===== src/rtl/oc_limiter_pkg.sv =====
package oc_limiter_pkg;
  localparam int unsigned SKIP_MAX = 7;
  localparam int unsigned SKIP_W   = $clog2(SKIP_MAX + 1);

  typedef logic [SKIP_W-1:0] skip_t;

  function automatic skip_t skip_up(input skip_t v);
    return (v == skip_t'(SKIP_MAX)) ? v : v + skip_t'(1);
  endfunction

  function automatic skip_t skip_down(input skip_t v);
    return (v == '0) ? v : v - skip_t'(1);
  endfunction
endpackage


===== src/rtl/oc_blank_timer.sv =====
module oc_blank_timer #(
  parameter int unsigned BLANK_CYC = 20
) (
  input  logic clk,
  input  logic rst_n,
  input  logic gate_on,
  output logic sense_first,
  output logic sense_en
);
  localparam int unsigned CW = $clog2(BLANK_CYC + 2);
  localparam logic [CW-1:0] LAST = CW'(BLANK_CYC + 1);
  localparam logic [CW-1:0] EDGE = CW'(BLANK_CYC);

  logic [CW-1:0] cnt_q, cnt_d;
  logic          cnt_en;

  always_comb begin
    cnt_en = 1'b1;
    if (!gate_on)            cnt_d = '0;
    else if (cnt_q == LAST)  cnt_d = cnt_q;
    else                     cnt_d = cnt_q + CW'(1);
  end

  always_ff @(posedge clk or negedge rst_n) begin
    if (!rst_n)      cnt_q <= '0;
    else if (cnt_en) cnt_q <= cnt_d;
  end

  assign sense_first = gate_on && (cnt_q == EDGE);
  assign sense_en    = gate_on && (cnt_q >= EDGE);


  blank_window_chk: assert property (@(posedge clk) disable iff (!rst_n)
    (gate_on && $past(!gate_on)) |-> !sense_en);
endmodule


===== src/rtl/oc_skip_ctrl.sv =====
module oc_skip_ctrl
  import oc_limiter_pkg::*;
(
  input  logic  clk,
  input  logic  rst_n,
  input  logic  trip_up,
  input  logic  clean_down,
  input  logic  cyc_start,
  output skip_t skip_cnt,
  output logic  skip_pending
);
  skip_t cnt_q, cnt_d;
  skip_t rem_q, rem_d;
  logic  upd_en;

  always_comb begin
    upd_en = trip_up | clean_down | cyc_start;
    cnt_d  = cnt_q;
    rem_d  = rem_q;
    if (trip_up)         cnt_d = skip_up(cnt_q);
    else if (clean_down) cnt_d = skip_down(cnt_q);
    if (trip_up)                       rem_d = skip_up(cnt_q);
    else if (cyc_start && rem_q != '0) rem_d = rem_q - skip_t'(1);
  end

  always_ff @(posedge clk or negedge rst_n) begin
    if (!rst_n) begin
      cnt_q <= '0;
      rem_q <= '0;
    end else if (upd_en) begin
      cnt_q <= cnt_d;
      rem_q <= rem_d;
    end
  end

  assign skip_cnt     = cnt_q;
  assign skip_pending = (rem_q != '0);


  skip_step_chk: assert property (@(posedge clk) disable iff (!rst_n)
    (cnt_q != $past(cnt_q)) |-> ((cnt_q == $past(cnt_q) + skip_t'(1)) ||
                                 (cnt_q + skip_t'(1) == $past(cnt_q))));

  skip_sat_chk: assert property (@(posedge clk) disable iff (!rst_n)
    ($past(cnt_q) == skip_t'(SKIP_MAX) && $past(trip_up)) |-> (cnt_q == skip_t'(SKIP_MAX)));

  skip_floor_chk: assert property (@(posedge clk) disable iff (!rst_n)
    ($past(cnt_q) == '0 && $past(clean_down)) |-> (cnt_q == '0));
endmodule


===== src/rtl/oc_pulse_limiter.sv =====
module oc_pulse_limiter
  import oc_limiter_pkg::*;
#(
  parameter int unsigned BLANK_CYC = 20
) (
  input  logic              clk,
  input  logic              rst_n,
  input  logic              cyc_start,
  input  logic              pwm_on,
  input  logic              oc_cmp,
  input  logic              ss_active,
  output logic              gate_out,
  output logic              hiccup_req,
  output logic [SKIP_W-1:0] skip_cnt
);
  logic  armed_q, armed_d;
  logic  pwm_q;
  logic  hic_q, hic_d;
  logic  sense_first, sense_en;
  logic  trip, clean, skip_pending;
  skip_t skip_val;

  assign gate_out = armed_q & pwm_on;

  oc_blank_timer #(.BLANK_CYC(BLANK_CYC)) blank_i (
    .clk         (clk),
    .rst_n       (rst_n),
    .gate_on     (gate_out),
    .sense_first (sense_first),
    .sense_en    (sense_en)
  );

  assign trip  = sense_en & oc_cmp;
  assign clean = sense_first & ~oc_cmp;

  oc_skip_ctrl skip_i (
    .clk          (clk),
    .rst_n        (rst_n),
    .trip_up      (trip & ss_active),
    .clean_down   (clean),
    .cyc_start    (cyc_start),
    .skip_cnt     (skip_val),
    .skip_pending (skip_pending)
  );

  always_comb begin
    armed_d = armed_q;
    if (trip)                       armed_d = 1'b0;
    if (armed_q && pwm_q && !pwm_on) armed_d = 1'b0;
    if (cyc_start)                  armed_d = ~skip_pending;
    hic_d = trip & ~ss_active;
  end

  always_ff @(posedge clk or negedge rst_n) begin
    if (!rst_n) begin
      armed_q <= 1'b0;
      pwm_q   <= 1'b0;
      hic_q   <= 1'b0;
    end else begin
      armed_q <= armed_d;
      pwm_q   <= pwm_on;
      hic_q   <= hic_d;
    end
  end

  assign hiccup_req = hic_q;
  assign skip_cnt   = skip_val;


  hiccup_pulse_chk: assert property (@(posedge clk) disable iff (!rst_n)
    hiccup_req |=> !hiccup_req);

  hiccup_ss_chk: assert property (@(posedge clk) disable iff (!rst_n)
    hiccup_req |-> !$past(ss_active));

  skip_gate_chk: assert property (@(posedge clk) disable iff (!rst_n)
    (cyc_start && skip_pending) |=> !gate_out);

  trip_off_chk: assert property (@(posedge clk) disable iff (!rst_n)
    (gate_out && sense_en && oc_cmp && !cyc_start) |=> !gate_out);
endmodule


===== config.mk =====
export PLATFORM = sky130hd
export DESIGN_NAME = oc_pulse_limiter
export DESIGN_NICKNAME = d
export VERILOG_FILES = /design/src/rtl/oc_limiter_pkg.sv /design/src/rtl/oc_blank_timer.sv /design/src/rtl/oc_skip_ctrl.sv /design/src/rtl/oc_pulse_limiter.sv
export SDC_FILE = /design/constraint.sdc
export NUM_CORES = 1
export LEC_CHECK = 0
export ABC_AREA = 1
export CORE_UTILIZATION = 42
export CTS_CLUSTER_SIZE = 10
export DETAILED_ROUTE_END_ITERATION = 16
export GPL_TIMING_DRIVEN = 0
export PLACE_DENSITY_LB_ADDON = 0.05
export SYNTH_ARGS = -nofsm -noshare
export SYNTH_HDL_FRONTEND = slang
export SYNTH_SLANG_ARGS = --single-unit
export TNS_END_PERCENT = 5

===== constraint.sdc =====
create_clock -name clk -period 1.2 [get_ports clk]
set_clock_uncertainty 0.1 [all_clocks]
set_input_delay 0.18 -clock clk [delete_from_list [all_inputs] [get_ports clk]]
set_output_delay 0.18 -clock clk [all_outputs]
set_load 0.01 [all_outputs]

==> results_dict.tcl <==
set metrics [dict create \
    status "complete, but fails checks" \
    violations "negative setup slack" \
    end_kind "flip-flop" \
    slew_violations 0 \
    path_clk_slew_ps 100 \
    initial_core_util_pct 44.8 \
    route.detailed.drc 0 \
    synth_cells 110 \
    holdWs_ps 135 \
    syn_area_per_cell_sq_um 7.98 \
    setup_ws_ps -165 \
    slowest_stage "dfrtp_2" \
    drtPass1Iterations 4 \
    layout.nets 148 \
    via_count 774 \
    fin_crit_ps 1360 \
    ys_seq_area_share_pct 39.9 \
    synth_cell_types 19 \
    routed_wirelength_um 1830 \
    grt_pass1_vias 657 \
    tritoncts "yes" \
    grt_pass1_wl_um 2910 \
    coreArea_sq_mm 0.00196 \
    timing.final.crit_share_pct 114 \
    die_y_um 47.7 \
    yosys-top-cells-area "dfrtp_1 (40%), nand2_1 (13%), ha_1 (11%)" \
    rows 16 \
    drive_gt1_share_pct 32.3 \
    synth.top_cell.area_share_pct 39.9 \
    yosys_register_bits 14 \
    clk_path_buf_depth 2 \
    grt_start_max_net_pins 15 \
    dpl.hpwl_um 1250 \
    drt_iter0_drc 14 \
    total_power_mw 1.16 \
    overflow 0 \
    clock_sinks 14 \
    track_usage_pct 18.6 \
    yosysWarnings 0 \
    timing.max_cap.violations 0 \
    cp.required_ps 1320 \
    path_buf_inv 2 \
    die-area_sq_mm 0.00228 \
    relSlewSlack_pct 54.4 \
    rsz0062_at_grt "true" \
    place_congestion 0.760 \
    critical-path-top-delay-family "flip-flops" \
    io_pins 11 \
    hp-class "primary input to flip-flop" \
    n_antenna_cell 0 \
    cp_cell_sequence "inv_2 -> ha_4 -> nand2_2 -> nand2_2 -> nand4_1 -> nand2_1 -> nand2_1 -> inv_1" \
    max_stage_delay_ps 440 \
    antenna_left 0 \
    syn-cell-area_sq_um 878 \
    cts-root-buf "clkbuf_4" \
    power_density_mw_per_mm2 991 \
    max_freq_mhz 733 \
    via_per_inst 4.84 \
    h-tree-depth 1 \
    worstSkewPairLatency_ps 290 \
    cp-start-kind "flip-flop" \
    areaGrowthSynthToFinish_pct 32.9 \
    placed_area_sq_mm 0.00103 \
    tightest_slew_ps 682 \
    yosysTopAreaCell "dfrtp_1" \
    ir_worst_vdd_mv 0.867 \
    setup_viol 13 \
    numPortBuffers 10 \
    antenna_found_initial 0 \
    hold_buffers 0 \
    dp_slack_ps -623 \
    cp.arrival_ps 1480 \
    worstSetupPathType "flip-flop to flip-flop" \
    synth_nets 124 \
    p_leak_nw 0.565 \
    drt-wirelength-per-cell_um 11.4 \
    worstPathMaxFanout 5 \
    dieWidth_um 47.7 \
    cts_buffers 3 \
    finalHoldViolCount 0 \
    final_area_sq_mm 0.00117 \
]
==> logic make-up (layout without fill, tap and decap cells) <==
kind of cell | count (synthesis) | count (layout) | synth area share (%)
flops | 14 | 14 | 39.9
buf+inv | 18 | 40 | 7.69
fa+ha+maj | 8 | 8 | 11.4
xor+xnor | 4 | 4 | 3.99
compound gates | 10 | 10 | 6.13
simple gates | 56 | 57 | 30.9
==> layout by cell type (no fill, tap or decap), types with 2 or more instances in the layout <==
master and instances:
a21oi_1 2, buf_4 6, buf_6 3, clkbuf_4 3
clkdlybuf4s50_1 4, dfrtp_1 10, dfrtp_2 4, dlygate4sd2_1 3
ha_1 5, ha_4 2, inv_1 11, inv_2 6
nand2_1 25, nand2_2 7, nand3_1 12, nand4_1 4
nor2_1 2, o21ai_1 2, o21ai_2 2, or2_1 2
xor2_1 4
==> sequential cells by signal, summed over array words and instances (netlist names) <==
name             flops
hiccup_req           1
skip_i.rem_q         3
armed_q              1
skip_i.skip_cnt      3
pwm_q                1
blank_i.cnt_q        5
==> cell usage after synthesis <==
cell / instances
a21oi_1: 3
a31oi_1: 1
dfrtp_1: 14
ha_1: 8
inv_1: 17
inv_2: 1
nand2_1: 30
nand2_2: 2
nand3_1: 12
nand3_4: 1
nand4_1: 4
nor2_1: 3
nor2_4: 1
o211ai_1: 1
o21ai_0: 2
o21ai_1: 3
or2_1: 2
or2_4: 1
xor2_1: 4
==> layout make-up <==
type	count	area, sq um
fillers	183	795
multi-input cells	79	524
flip-flops and latches	14	355
repair buffers	18	155
inverters	18	72.6
well taps	27	33.8
clock buffers	4	26.3
==> report_power, final <==
part	total, mW	switching [mW]	internal (mW)
clock	0.294	0.165	0.129
sequential	0.555	0.0284	0.527
combinational	0.308	0.174	0.134
total	1.16	0.368	0.790
==> path summary, 6_finish.rpt <==
kind / start / end / slack (ps) / depth (start not counted)
hold / removal: pwm_on / pwm_q / 140 / 1
setup reg to reg: skip_i.skip_cnt[1] / skip_i.rem_q[1] / -160 / 8
hold reg to reg: blank_i.cnt_q[2] / blank_i.cnt_q[2] / 470 / 1
setup / recovery: skip_i.skip_cnt[1] / skip_i.rem_q[1] / -160 / 8
max in group asynchronous: rst_n / skip_i.skip_cnt[1] / 340 / 1
min in group asynchronous: rst_n / blank_i.cnt_q[2] / 190 / 1
==> stage by stage <==
step                instances  util, %  setup TNS [ps]
floorplan                 110        -            -462
global placement          147     52.7           -4610
detailed placement        147     52.7           -4850
CTS                       160     58.7           -1400
global route              160     59.5           -2320
finish                    160     59.5           -1190
==> timing repair <==
item | 4_1_cts | 5_1_grt
pin swaps | 10 | 4
gates cloned | 1 | 0
gates resized for setup | 25 | 10
buffers inserted | 8 | 0
setup endpoints to repair | 15 | 17
==> routing by layer <==
layer / global-route usage (%) / up-vias / wire [um]
met1: 25.9 / 353 / 912
met4: 3.33 / 0 / 8
met2: 28.9 / 13 / 819
met3: 5.66 / 2 / 88
met5: 0 / - / 0
li1: - / 406 / -
No activity file was read; power rests on OpenSTA's default activity.
